--- src/rtl/bus_interrupter.sv ---
module bus_interrupter #(
  parameter int LEVELS = 7,
  parameter int LVL_W  = 3,
  parameter int VEC_W  = 8
) (
  input  logic             clk,
  input  logic             rst_n,
  input  logic [LVL_W-1:0] cfg_level,
  input  logic             cfg_int_en,
  input  logic             cfg_rofe,
  input  logic [VEC_W-1:0] cfg_cos_vec,
  input  logic [VEC_W-1:0] cfg_mark_vec,
  input  logic             cos_event,
  input  logic             fifo_full,
  input  logic             mark_event,
  input  logic             fifo_empty,
  input  logic             iack,
  input  logic             iackin,
  input  logic [LVL_W-1:0] ack_level,
  input  logic             ds,
  output logic [LEVELS-1:0] irq,
  output logic             iackout,
  output logic             dtack,
  output logic [VEC_W-1:0] vec_out
);

  typedef enum logic [1:0] {ST_IDLE, ST_RESP, ST_PASS} st_t;

  st_t              st;
  logic             cos_pend, cos_hold, mark_pend, serve_mark;
  logic [VEC_W-1:0] vec_q;

  wire pend  = cos_pend | cos_hold | mark_pend;
  wire req   = cfg_int_en && pend && (cfg_level != '0) && (int'(cfg_level) <= LEVELS);
  wire start = (st == ST_IDLE) && iack && ds && iackin;
  wire hit   = start && req && (ack_level == cfg_level);
  wire done  = (st == ST_RESP) && !ds;
  wire pick_mark = !cos_pend && mark_pend;

  for (genvar k = 0; k < LEVELS; k++) begin : g_irq
    assign irq[k] = req && (int'(cfg_level) == k + 1);
  end

  assign dtack   = (st == ST_RESP);
  assign iackout = (st == ST_PASS) && iackin;
  assign vec_out = dtack ? vec_q : '0;

  always_ff @(posedge clk) begin
    if (!rst_n) begin
      st         <= ST_IDLE;
      serve_mark <= 1'b0;
      vec_q      <= '0;
    end else begin
      case (st)
        ST_IDLE: if (start) begin
          st <= hit ? ST_RESP : ST_PASS;
          if (hit) begin
            serve_mark <= pick_mark;
            vec_q      <= pick_mark ? cfg_mark_vec : cfg_cos_vec;
          end
        end
        default: if (!ds) st <= ST_IDLE;
      endcase
    end
  end

  always_ff @(posedge clk) begin
    if (!rst_n) begin
      cos_pend  <= 1'b0;
      cos_hold  <= 1'b0;
      mark_pend <= 1'b0;
    end else begin
      if (cos_event || fifo_full)  cos_pend <= 1'b1;
      else if (done && !serve_mark) cos_pend <= 1'b0;

      if (fifo_empty)                             cos_hold <= 1'b0;
      else if (done && !serve_mark && cfg_rofe)   cos_hold <= 1'b1;

      if (mark_event)              mark_pend <= 1'b1;
      else if (done && serve_mark) mark_pend <= 1'b0;
    end
  end

  a_r1_single_level: assert property (@(posedge clk) disable iff (!rst_n)
    $onehot0(irq));

  a_r3_grant_or_answer: assert property (@(posedge clk) disable iff (!rst_n)
    !(dtack && iackout));

  a_r2_answer_needs_request: assert property (@(posedge clk) disable iff (!rst_n)
    $rose(dtack) |-> $past(irq) != '0);

  a_r2_answer_level_match: assert property (@(posedge clk) disable iff (!rst_n)
    $rose(dtack) |-> $past(ack_level) == $past(cfg_level));

  a_r2_release_on_strobe: assert property (@(posedge clk) disable iff (!rst_n)
    (dtack && !ds) |=> !dtack);

  a_r10_vector_steady: assert property (@(posedge clk) disable iff (!rst_n)
    (dtack && $past(dtack)) |-> $stable(vec_out));

endmodule

--- config.mk ---
export PLATFORM = sky130hd
export DESIGN_NAME = bus_interrupter
export DESIGN_NICKNAME = d
export VERILOG_FILES = /design/src/rtl/bus_interrupter.sv
export SDC_FILE = /design/constraint.sdc
export NUM_CORES = 1
export LEC_CHECK = 0
export BUFFER_PORTS_ARGS = -buffer_cell sky130_fd_sc_hd__buf_2
export CORE_UTILIZATION = 40
export CTS_CLUSTER_SIZE = 20
export DETAILED_ROUTE_END_ITERATION = 12
export PLACE_DENSITY = 0.74
export SLEW_MARGIN = 0
export SYNTH_ARGS = -nofsm -noshare
export SYNTH_HDL_FRONTEND = slang
export SYNTH_SLANG_ARGS = --single-unit
--- constraint.sdc ---
create_clock -name clk -period 3.75 [get_ports clk]
set_input_delay 0.75 -clock clk [delete_from_list [all_inputs] [get_ports clk]]
set_output_delay 0.75 -clock clk [all_outputs]
set_load 0.005 [all_outputs]
==> results of run 1 <==
## flip-flops by register name, indices dropped and copies added, names as in the netlist
| register | flops |
|---|---|
| cos_hold | 1 |
| mark_pend | 1 |
| cos_pend | 1 |
| serve_mark | 1 |
| vec_q | 8 |
| st | 2 |
## path summary, 6_finish.rpt
path                      to  cells after the start
setup / recovery  vec_out[1]                      3
hold / removal      vec_q[4]                      2
setup reg to reg    vec_q[3]                      4
hold reg to reg     vec_q[4]                      2
## power by group through the flow
stage	clock network, W	logic (W)	registers [W]
floorplan	0	0.0000330	0.000156
global placement	0	0.0000555	0.000156
detailed placement	0	0.0000579	0.000156
CTS	0.0000840	0.0000583	0.000153
global route	0.0000895	0.0000644	0.000153
finish	0.0000816	0.0000579	0.000153
## metrics by stage
stage,power [W],area [sq um],hold WS [ns],util [%],worst slack [ns]
6_report,0.000292,1140,0.460,57.4,1.41
5_1_grt,0.000307,1140,0.481,57.4,1.30
4_1_cts,0.000295,1140,0.466,57.4,1.42
3_5_place_dp,0.000214,1120,0.454,56.3,1.62
3_3_place_gp,0.000212,1120,0.440,56.3,1.63
2_1_floorplan,0.000189,853,0.433,-,1.85
## critical path: stages, from the launching register on
cell and delay, ns:
sky130_fd_sc_hd__dfxtp_1 0.37, sky130_fd_sc_hd__nor2b_1 0.62, sky130_fd_sc_hd__and2_1 0.22, sky130_fd_sc_hd__buf_2 0.11
## per-layer routing
layer	vias up	share of wire, %
li1	438	-
met4	0	0.85
met5	-	0
met3	2	3.3
met1	404	43
met2	22	53
## final cells by class
type	count	area (sq um)	area share, %
Multi-Input combinational cell	79	546	47.9
Sequential cell	14	280	24.6
Timing Repair Buffer	49	245	21.5
Tap cell	27	33.8	2.97
Clock buffer	3	22.5	1.98
Inverter	3	11.3	0.989
## cells in the final DEF, fill, tap and decap left out, drive strengths merged
cell	count
buf	49
nand2	22
dfxtp	14
mux2i	9
and2	8
mux2	8
nor2	6
nor3	5
nor2b	3
inv	3
xor2	3
clkbuf	3
nor3b	2
nor4	2
o31ai	1
or2b	1
nand2b	1
nand3b	1
a41oi	1
a221oi	1
a21boi	1
o31a	1
a31oi	1
nand3	1
a21oi	1
## logic make-up after synthesis
| kind of cell | share of synthesized area (%) |
|---|---|
| multiplexers | 21.1 |
| AO/OA/AOI/OAI | 6.75 |
| flip-flops | 32.8 |
| buffers and inverters | 3.23 |
| AND/OR/NAND/NOR | 33.0 |
| XOR/XNOR | 3.08 |
==> impl_metrics.tcl, run 1 <==
set metrics [dict create \
    critical_path_peak_fanout 12 \
    yosysUniqueCellTypes 27 \
    clock_sink_count 14 \
    cts_buffer_depth 2 \
    fraction_of_layout_instances_using_a_drive_strength_above_1_pct 43.2 \
    worst_ir_drop_vdd_v 0.000158 \
    hold_path.class "flip-flop to flip-flop" \
    detail_route.wirelength_um 2010 \
    grtUsageMet1_pct 22.3 \
    detail-route-antenna-nets 0 \
    timing.critical_path.required_ns 3.00 \
    drt_pre_antenna_iters 4 \
    clk_latency_ns 0.27 \
    worst-slew-pin-transition_ns 0.747 \
    boundaryPins 50 \
    avgRoutedWirePerCell_um 11.5 \
    drt_first_iter_violations 12 \
    ys_warn_count 0 \
    initial_utilization_pct 43.1 \
    run_status "complete, no violations" \
    drv_cap 0 \
    largest_net_degree_at_the_start_of_global_routing 23 \
    yosys.area.top_type "sky130_fd_sc_hd__dfxtp_1" \
    share_of_total_power_in_sequential_cells_pct 52.3 \
    post_route_setup_tns_ns 0 \
    cp-start-kind "flip-flop" \
    synth.yosys.seq_area_share_pct 32.8 \
    max_freq_mhz 427 \
    final.fill_count 187 \
    cp.arrival_ns 1.59 \
    finalClockSkew_ns 0.00694 \
    finalSetupViolCount 0 \
    final_min_period_over_clock_period_pct 62.5 \
    track_usage_pct 17.5 \
    final-max-slew-violation-count 0 \
    die_width_um 48.2 \
    hold_viol_final 0 \
    numCtsBuffers 3 \
    antenna_found_initial 0 \
    pwr-share-comb_pct 19.8 \
    area_growth_syn_to_layout_pct 33.4 \
    swShare_pct 25.6 \
    synth_flop_cell "sky130_fd_sc_hd__dfxtp_1" \
    first_global_vias 736 \
    hold_buffer_count_at_cts 0 \
    final_net_count 183 \
    number_of_placement_rows 16 \
    synth_edf_count 0 \
    setup_repair_after_global_routing_missed_its_margin "false" \
    die-area_sq_mm 0.00232 \
    synth.ff_latch_count 14 \
    cells_after_synthesis 100 \
    grt_first_pass_wirelength_um 2890 \
    synth.most_common_cell "sky130_fd_sc_hd__nand2_1" \
    n_antenna_cell 0 \
    worst-r2r-setup-slack_ns 2.12 \
    worstReg2RegStart "mark_pend" \
    power_per_cell_area_mw_per_mm2 257 \
    globalRouteMet3Util_pct 2.22 \
    gr-usage-met2_pct 28.8 \
    relSlewSlack_pct 50.1 \
    cts_tree "yes" \
    globalplace.congestion 0.745 \
    post_synth_most_frequent_cells "21 x sky130_fd_sc_hd__nand2_1, 14 x sky130_fd_sc_hd__dfxtp_1, 9 x sky130_fd_sc_hd__mux2i_1, 8 x sky130_fd_sc_hd__and2_1, 8 x sky130_fd_sc_hd__mux2_2" \
    power.share.clock_pct 27.9 \
    clk_pin_slew_ns 0.08 \
    syn-num-nets 133 \
    netlist.area_leader.share_pct 32.8 \
    power.static_leakage_nw 0.607 \
    critical_path.endpoint_type "output port" \
    buffer_ports.inserted 49 \
    synthesis.area_sq_um 853 \
    via_per_inst 4.95 \
    via_count 866 \
    criticalPathCategory "flip-flop to output port" \
    post_synth_main_area_contributors "sky130_fd_sc_hd__dfxtp_1 33%, sky130_fd_sc_hd__mux2i_1 11%, sky130_fd_sc_hd__mux2_2 11%" \
    die_y_um 48.2 \
    h-tree-depth 1 \
    cell_internal_power_w 0.000217 \
    design.core.area_sq_mm 0.00198 \
    number_of_buffers_inserted_to_repair_setup_after_cts 0 \
    min-delay-start "vec_q[4]" \
    layout_min_cycle_time_ns 2.34 \
    finish.cell_count_without_fillers 175 \
    dp.cells 172 \
    dp_hpwl_um 1570 \
    per_instance_average_area_after_synthesis_sq_um 8.53 \
    postSynth.asyncResetShare_pct 0 \
    power.net_switching_w 0.0000747 \
    residual_overflow_from_global_routing 0 \
    drc 0 \
    worst_setup_path_startpoint "st[0]" \
    grt_busiest_layer "met2" \
    cts_resized 0 \
    clock-root-buffer "sky130_fd_sc_hd__clkbuf_4" \
]
No activity file was read; power rests on OpenSTA's default activity.
==> inputs of run 2 (changes only) <==
- CORE_UTILIZATION: 40 -> 38
- clock period: 3.75 -> 1.94 ns (I/O delays scaled with it)
==> impl_metrics.tcl, run 2 (synthesis gave the netlist of run 1 again) <==
set metrics [dict create \
    finish.cell_count_without_fillers 179 \
    critical_path.endpoint_type "output port" \
    boundaryPins 50 \
    final_min_period_over_clock_period_pct 91.4 \
    dp.cells 175 \
    timing.critical_path.max_delay_family "compound AO/OA/AOI/OAI gates" \
    h-tree-depth 1 \
    hold_viol_final 0 \
    largest_reg_flops 8 \
    largest_register "vec_q" \
    final_net_count 186 \
    fraction_of_layout_instances_using_a_drive_strength_above_1_pct 44.7 \
    finalSetupViolCount 0 \
    final-max-slew-violation-count 0 \
    initial_utilization_pct 41.8 \
    setup_ws_ns 0.167 \
    avgRoutedWirePerCell_um 10.5 \
    post_route_setup_tns_ns 0 \
    design.core.area_sq_mm 0.00204 \
    most-common-layout-cells "49 x sky130_fd_sc_hd__buf_2, 21 x sky130_fd_sc_hd__nand2_1, 14 x sky130_fd_sc_hd__dfxtp_1, 9 x sky130_fd_sc_hd__mux2i_1" \
    hold_slack_final_ns 0.271 \
    cts_buffer_depth 2 \
    power_per_cell_area_mw_per_mm2 523 \
    drv_cap 0 \
    critical_path_peak_fanout 6 \
    max_freq_mhz 564 \
    hold_buffer_count_at_cts 0 \
    clk_latency_ns 0.28 \
    residual_overflow_from_global_routing 0 \
    clock_sink_count 14 \
    worst-slew-pin-transition_ns 0.345 \
    dp_hpwl_um 1490 \
    drc 0 \
    antenna_found_initial 0 \
    number_of_placement_rows 16 \
    final-seq-area_sq_um 280 \
    drt_first_iter_violations 14 \
    globalplace.congestion 0.734 \
    final.fill_count 191 \
    number_of_buffers_and_inverters_on_the_critical_path 2 \
    multiInputGateArea_sq_um 554 \
    layout_commonest_cell "sky130_fd_sc_hd__buf_2" \
    layout_min_cycle_time_ns 1.77 \
    area_growth_syn_to_layout_pct 38.7 \
    cp-start-kind "flip-flop" \
    n_antenna_cell 0 \
    die-area_sq_mm 0.00244 \
    total_power_w 0.000619 \
    detail-route-antenna-nets 0 \
    grt_first_pass_wirelength_um 3170 \
    die_y_um 49.4 \
    setup_repair_after_global_routing_missed_its_margin "false" \
    hold_path.class "input port to flip-flop" \
    via_per_inst 4.80 \
    timing.critical_path.slowest_stage_cell "sky130_fd_sc_hd__o31ai_4" \
    die_width_um 49.4 \
    place_worst_setup_slack_ns 0.365 \
    run_status "complete, no violations" \
    cp.arrival_ns 1.39 \
    timing.critical_path.required_ns 1.55 \
    via_count 860 \
    criticalPathCategory "flip-flop to output port" \
    largest_regs "vec_q (8), st (2)" \
    track_usage_pct 16.5 \
    cts_tree "yes" \
    cpPeakStageDelay_ns 0.37 \
    critical_path.cell_chain "o31ai_4 > inv_1 > nand2_1 > nor2_1 > buf_2" \
    largest_net_degree_at_the_start_of_global_routing 23 \
    first_global_vias 757 \
    buffer_ports.inserted 49 \
    detail_route.wirelength_um 1880 \
    power.static_leakage_nw 0.631 \
    worst_ir_drop_vdd_v 0.000359 \
    finalClockSkew_ns 0.00217 \
    drt_pre_antenna_iters 4 \
    clk_pin_slew_ns 0.08 \
    numCtsBuffers 3 \
    clock-root-buffer "sky130_fd_sc_hd__clkbuf_4" \
    relSlewSlack_pct 76.8 \
]
==> run 2: cell type report <==
class,count,share of cell area [%]
clock buffers,4,3.07
inverters,3,0.951
multi-input cells,79,46.8
flip-flops and latches,14,23.7
well taps,27,2.85
repair buffers,52,22.6
==> run 2: through the flow <==
stage,instance area [sq um],util [%]
2_1_floorplan,853,-
3_3_place_gp,1140,55.8
3_5_place_dp,1140,55.8
4_1_cts,1170,57.5
5_1_grt,1180,58.0
6_report,1180,58.0
==> run 2: what timing repair did <==
action	4_1_cts	5_1_grt
endpoints found under the setup margin	0	4
setup buffers	0	0
gates resized for setup	0	1
==> run 2: worst reg2reg max path, cell delays in order, from the launching register on <==
cell                      delay (ns)
sky130_fd_sc_hd__dfxtp_1        0.39
sky130_fd_sc_hd__nor2b_1        0.15
sky130_fd_sc_hd__buf_4          0.19
sky130_fd_sc_hd__mux2_2         0.35
sky130_fd_sc_hd__nand2_1        0.07
sky130_fd_sc_hd__mux2i_1        0.06
==> run 2: path summary, 6_finish.rpt <==
check             startpoint        to  slack (ns)  cells after the start
setup / recovery   mark_pend    irq[6]        0.17                      5
hold reg to reg     vec_q[3]  vec_q[3]        0.46                      2
hold / removal    fifo_empty  cos_hold        0.27                      2
setup reg to reg   mark_pend  vec_q[5]        0.62                      5
==> run 2: metal layers <==
metal | GRT usage (%) | part of all wire (%) | vias to the layer above
met2 | 27.6 | 50 | 25
met4 | 7.14 | 0.69 | 0
met3 | 2.18 | 4.7 | 2
met1 | 21.1 | 44 | 391
met5 | 0 | 0 | -
li1 | - | - | 442
==> run 2: report_power, final <==
part	total (W)	switching (W)	internal, W	leakage (nW)
Sequential	0.000296	0.00000482	0.000291	0.114
Combinational	0.000114	0.0000542	0.0000599	0.497
Clock	0.000209	0.0000947	0.000114	0.0210
Total	0.000619	0.000154	0.000466	0.631
==> inputs of run 3 (changes only) <==
- ABC_AREA: unset -> 1
- CORE_UTILIZATION: 38 -> 40
- PLACE_DENSITY: 0.74 -> 0.75
==> impl_metrics.tcl, run 3 <==
set metrics [dict create \
    clock-root-buffer "sky130_fd_sc_hd__clkbuf_4" \
    finalSetupViolCount 0 \
    netlist.area_leader.share_pct 29.1 \
    numCtsBuffers 3 \
    power.share.clock_pct 26.2 \
    post-route-cell-area_sq_mm 0.00125 \
    first_global_vias 867 \
    largest_register "vec_q" \
    finalClockSkew_ns 0.00601 \
    cts_resized 0 \
    drt_pre_antenna_iters 4 \
    swShare_pct 28.9 \
    via_per_inst 4.48 \
    design.core.area_sq_mm 0.00223 \
    cts_tree "yes" \
    antenna_found_initial 0 \
    relSlewSlack_pct 73.8 \
    dp.cells 243 \
    syn-num-nets 202 \
    utilization_pct 55.9 \
    final.fill_count 260 \
    via_count 1101 \
    final_min_period_over_clock_period_pct 91.6 \
    run_status "complete, no violations" \
    postSynth.asyncResetShare_pct 0 \
    layout_commonest_cell "sky130_fd_sc_hd__nand2_1" \
    avgRoutedWirePerCell_um 8.20 \
    residual_overflow_from_global_routing 0 \
    pwr-share-comb_pct 23.5 \
    number_of_placement_rows 17 \
    fraction_of_layout_instances_using_a_drive_strength_above_1_pct 33.5 \
    most-common-layout-cells "67 x sky130_fd_sc_hd__nand2_1, 49 x sky130_fd_sc_hd__buf_2, 30 x sky130_fd_sc_hd__nor2_1, 20 x sky130_fd_sc_hd__inv_1, 14 x sky130_fd_sc_hd__dfxtp_1" \
    h-tree-depth 1 \
    criticalPathCategory "flip-flop to output port" \
    max_freq_mhz 563 \
    critical_path_peak_fanout 4 \
    share_of_total_power_in_sequential_cells_pct 50.3 \
    worst_ir_drop_vdd_v 0.000288 \
    initial_utilization_pct 43.1 \
    buffer_ports.inserted 49 \
    synth_flop_cell "sky130_fd_sc_hd__dfxtp_1" \
    detail_route.wirelength_um 2020 \
    number_of_buffers_inserted_to_repair_setup_after_cts 0 \
    clock_sink_count 14 \
    detail-route-antenna-nets 0 \
    largest_reg_flops 8 \
    per_instance_average_area_after_synthesis_sq_um 5.69 \
    power_per_cell_area_mw_per_mm2 476 \
    die_y_um 51.0 \
    track_usage_pct 18.1 \
    synth.most_common_cell "sky130_fd_sc_hd__nand2_1" \
    clk_pin_slew_ns 0.07 \
    post_synth_most_frequent_cells "68 x sky130_fd_sc_hd__nand2_1, 30 x sky130_fd_sc_hd__nor2_1, 20 x sky130_fd_sc_hd__inv_1, 14 x sky130_fd_sc_hd__dfxtp_1, 10 x sky130_fd_sc_hd__nor2_2" \
    die-area_sq_mm 0.00261 \
    finish.cell_count_without_fillers 246 \
    critical_path.endpoint_type "output port" \
    layout_min_cycle_time_ns 1.78 \
    drv_cap 0 \
    post_synth_main_area_contributors "sky130_fd_sc_hd__dfxtp_1 29%, sky130_fd_sc_hd__nand2_1 27%, sky130_fd_sc_hd__nor2_1 12%" \
    yosysUniqueCellTypes 22 \
    n_antenna_cell 0 \
    dp_hpwl_um 1590 \
    cells_after_synthesis 169 \
    setup_repair_after_global_routing_missed_its_margin "false" \
    final_net_count 253 \
    yosys.area.top_type "sky130_fd_sc_hd__dfxtp_1" \
    post_route_setup_tns_ns 0 \
    clk_latency_ns 0.27 \
    die_width_um 51.0 \
    cell_internal_power_w 0.000422 \
    cp.arrival_ns 1.39 \
    synthesis.area_sq_um 962 \
    globalplace.congestion 0.751 \
    ys_warn_count 0 \
    hold_buffer_count_at_cts 0 \
    boundaryPins 50 \
    largest_regs "vec_q (8), st (2)" \
    drt_first_iter_violations 6 \
    grt_first_pass_wirelength_um 3530 \
    synth.yosys.seq_area_share_pct 29.1 \
    drc 0 \
    cts_buffer_depth 2 \
    area_growth_syn_to_layout_pct 29.6 \
    worst-slew-pin-transition_ns 0.392 \
    hold_viol_final 0 \
    power.net_switching_w 0.000172 \
    synth_edf_count 0 \
    hold_path.class "input port to flip-flop" \
    power.static_leakage_nw 0.742 \
    final-max-slew-violation-count 0 \
    timing.critical_path.required_ns 1.55 \
    largest_net_degree_at_the_start_of_global_routing 20 \
    cp-start-kind "flip-flop" \
    synth.ff_latch_count 14 \
    place_area_sq_mm 0.00122 \
]
==> run 3: cell types whose count changed after synthesis, sizes merged, moves of 8 or more <==
cell   change
mux2i      -9
inv       +21
nand2     +47
and2       -8
nor2      +36
mux2       -8
==> run 3: cell type report <==
cell class / count / area [sq um] / area share [%]
multi-input combinational: 127 / 571 / 45.7
tap: 28 / 35.0 / 2.81
sequential: 14 / 280 / 22.5
timing repair buffer: 49 / 245 / 19.7
inverter: 25 / 93.8 / 7.52
clock buffer: 3 / 22.5 / 1.81
==> run 3: critical path, cell delays in order, from the launching register on <==
cell                      delay (ns)
sky130_fd_sc_hd__dfxtp_1        0.35
sky130_fd_sc_hd__inv_1          0.06
sky130_fd_sc_hd__nand3_1        0.09
sky130_fd_sc_hd__nand2_1        0.09
sky130_fd_sc_hd__nor2_4         0.14
sky130_fd_sc_hd__nand2_2        0.09
sky130_fd_sc_hd__nor3_1         0.15
sky130_fd_sc_hd__buf_2          0.14
==> run 3: worst paths after layout <==
check	from	end	slack (ns)	depth (start not counted)
worst min-delay path	fifo_empty	cos_hold	0.28	2
worst min register to register	cos_hold	cos_hold	0.47	2
worst max register to register	mark_pend	vec_q[1]	0.60	8
worst max-delay path	mark_pend	irq[3]	0.16	7
==> run 3: logic make-up (layout without fill, tap and decap cells) <==
| group | Yosys count | in the layout | share of synthesized area (%) |
|---|---|---|---|
| and+or+nand+nor | 119 | 119 | 53.7 |
| buffers and inverters | 28 | 77 | 11.8 |
| DFF | 14 | 14 | 29.1 |
| AOI/OAI and AO/OA | 8 | 8 | 5.33 |
==> run 3: metal layers <==
layer / global-route usage, % / vias to the layer above / part of all wire, %
met5: 0 / - / 0
met4: 9.72 / 0 / 2.0
met3: 3.57 / 4 / 3.6
met2: 28.7 / 24 / 47
met1: 22.8 / 472 / 48
li1: - / 601 / -
==> run 3: stage by stage <==
stage	worst slack (ns)	power (W)	hold slack [ns]
3_3_place_gp	0.334	0.000445	0.461
5_1_grt	0.0264	0.000640	0.263
2_1_floorplan	0.618	0.000391	0.438
4_1_cts	0.138	0.000603	0.268
3_5_place_dp	0.292	0.000446	0.461
6_report	0.164	0.000594	0.276
==> run 3: power groups by stage <==
| stage | clock [W] | combinational (W) | sequential [W] |
|---|---|---|---|
| 2_1_floorplan | 0 | 0.0000859 | 0.000305 |
| 3_3_place_gp | 0 | 0.000140 | 0.000305 |
| 3_5_place_dp | 0 | 0.000141 | 0.000306 |
| 4_1_cts | 0.000163 | 0.000141 | 0.000299 |
| 5_1_grt | 0.000179 | 0.000161 | 0.000300 |
| 6_report | 0.000156 | 0.000140 | 0.000299 |
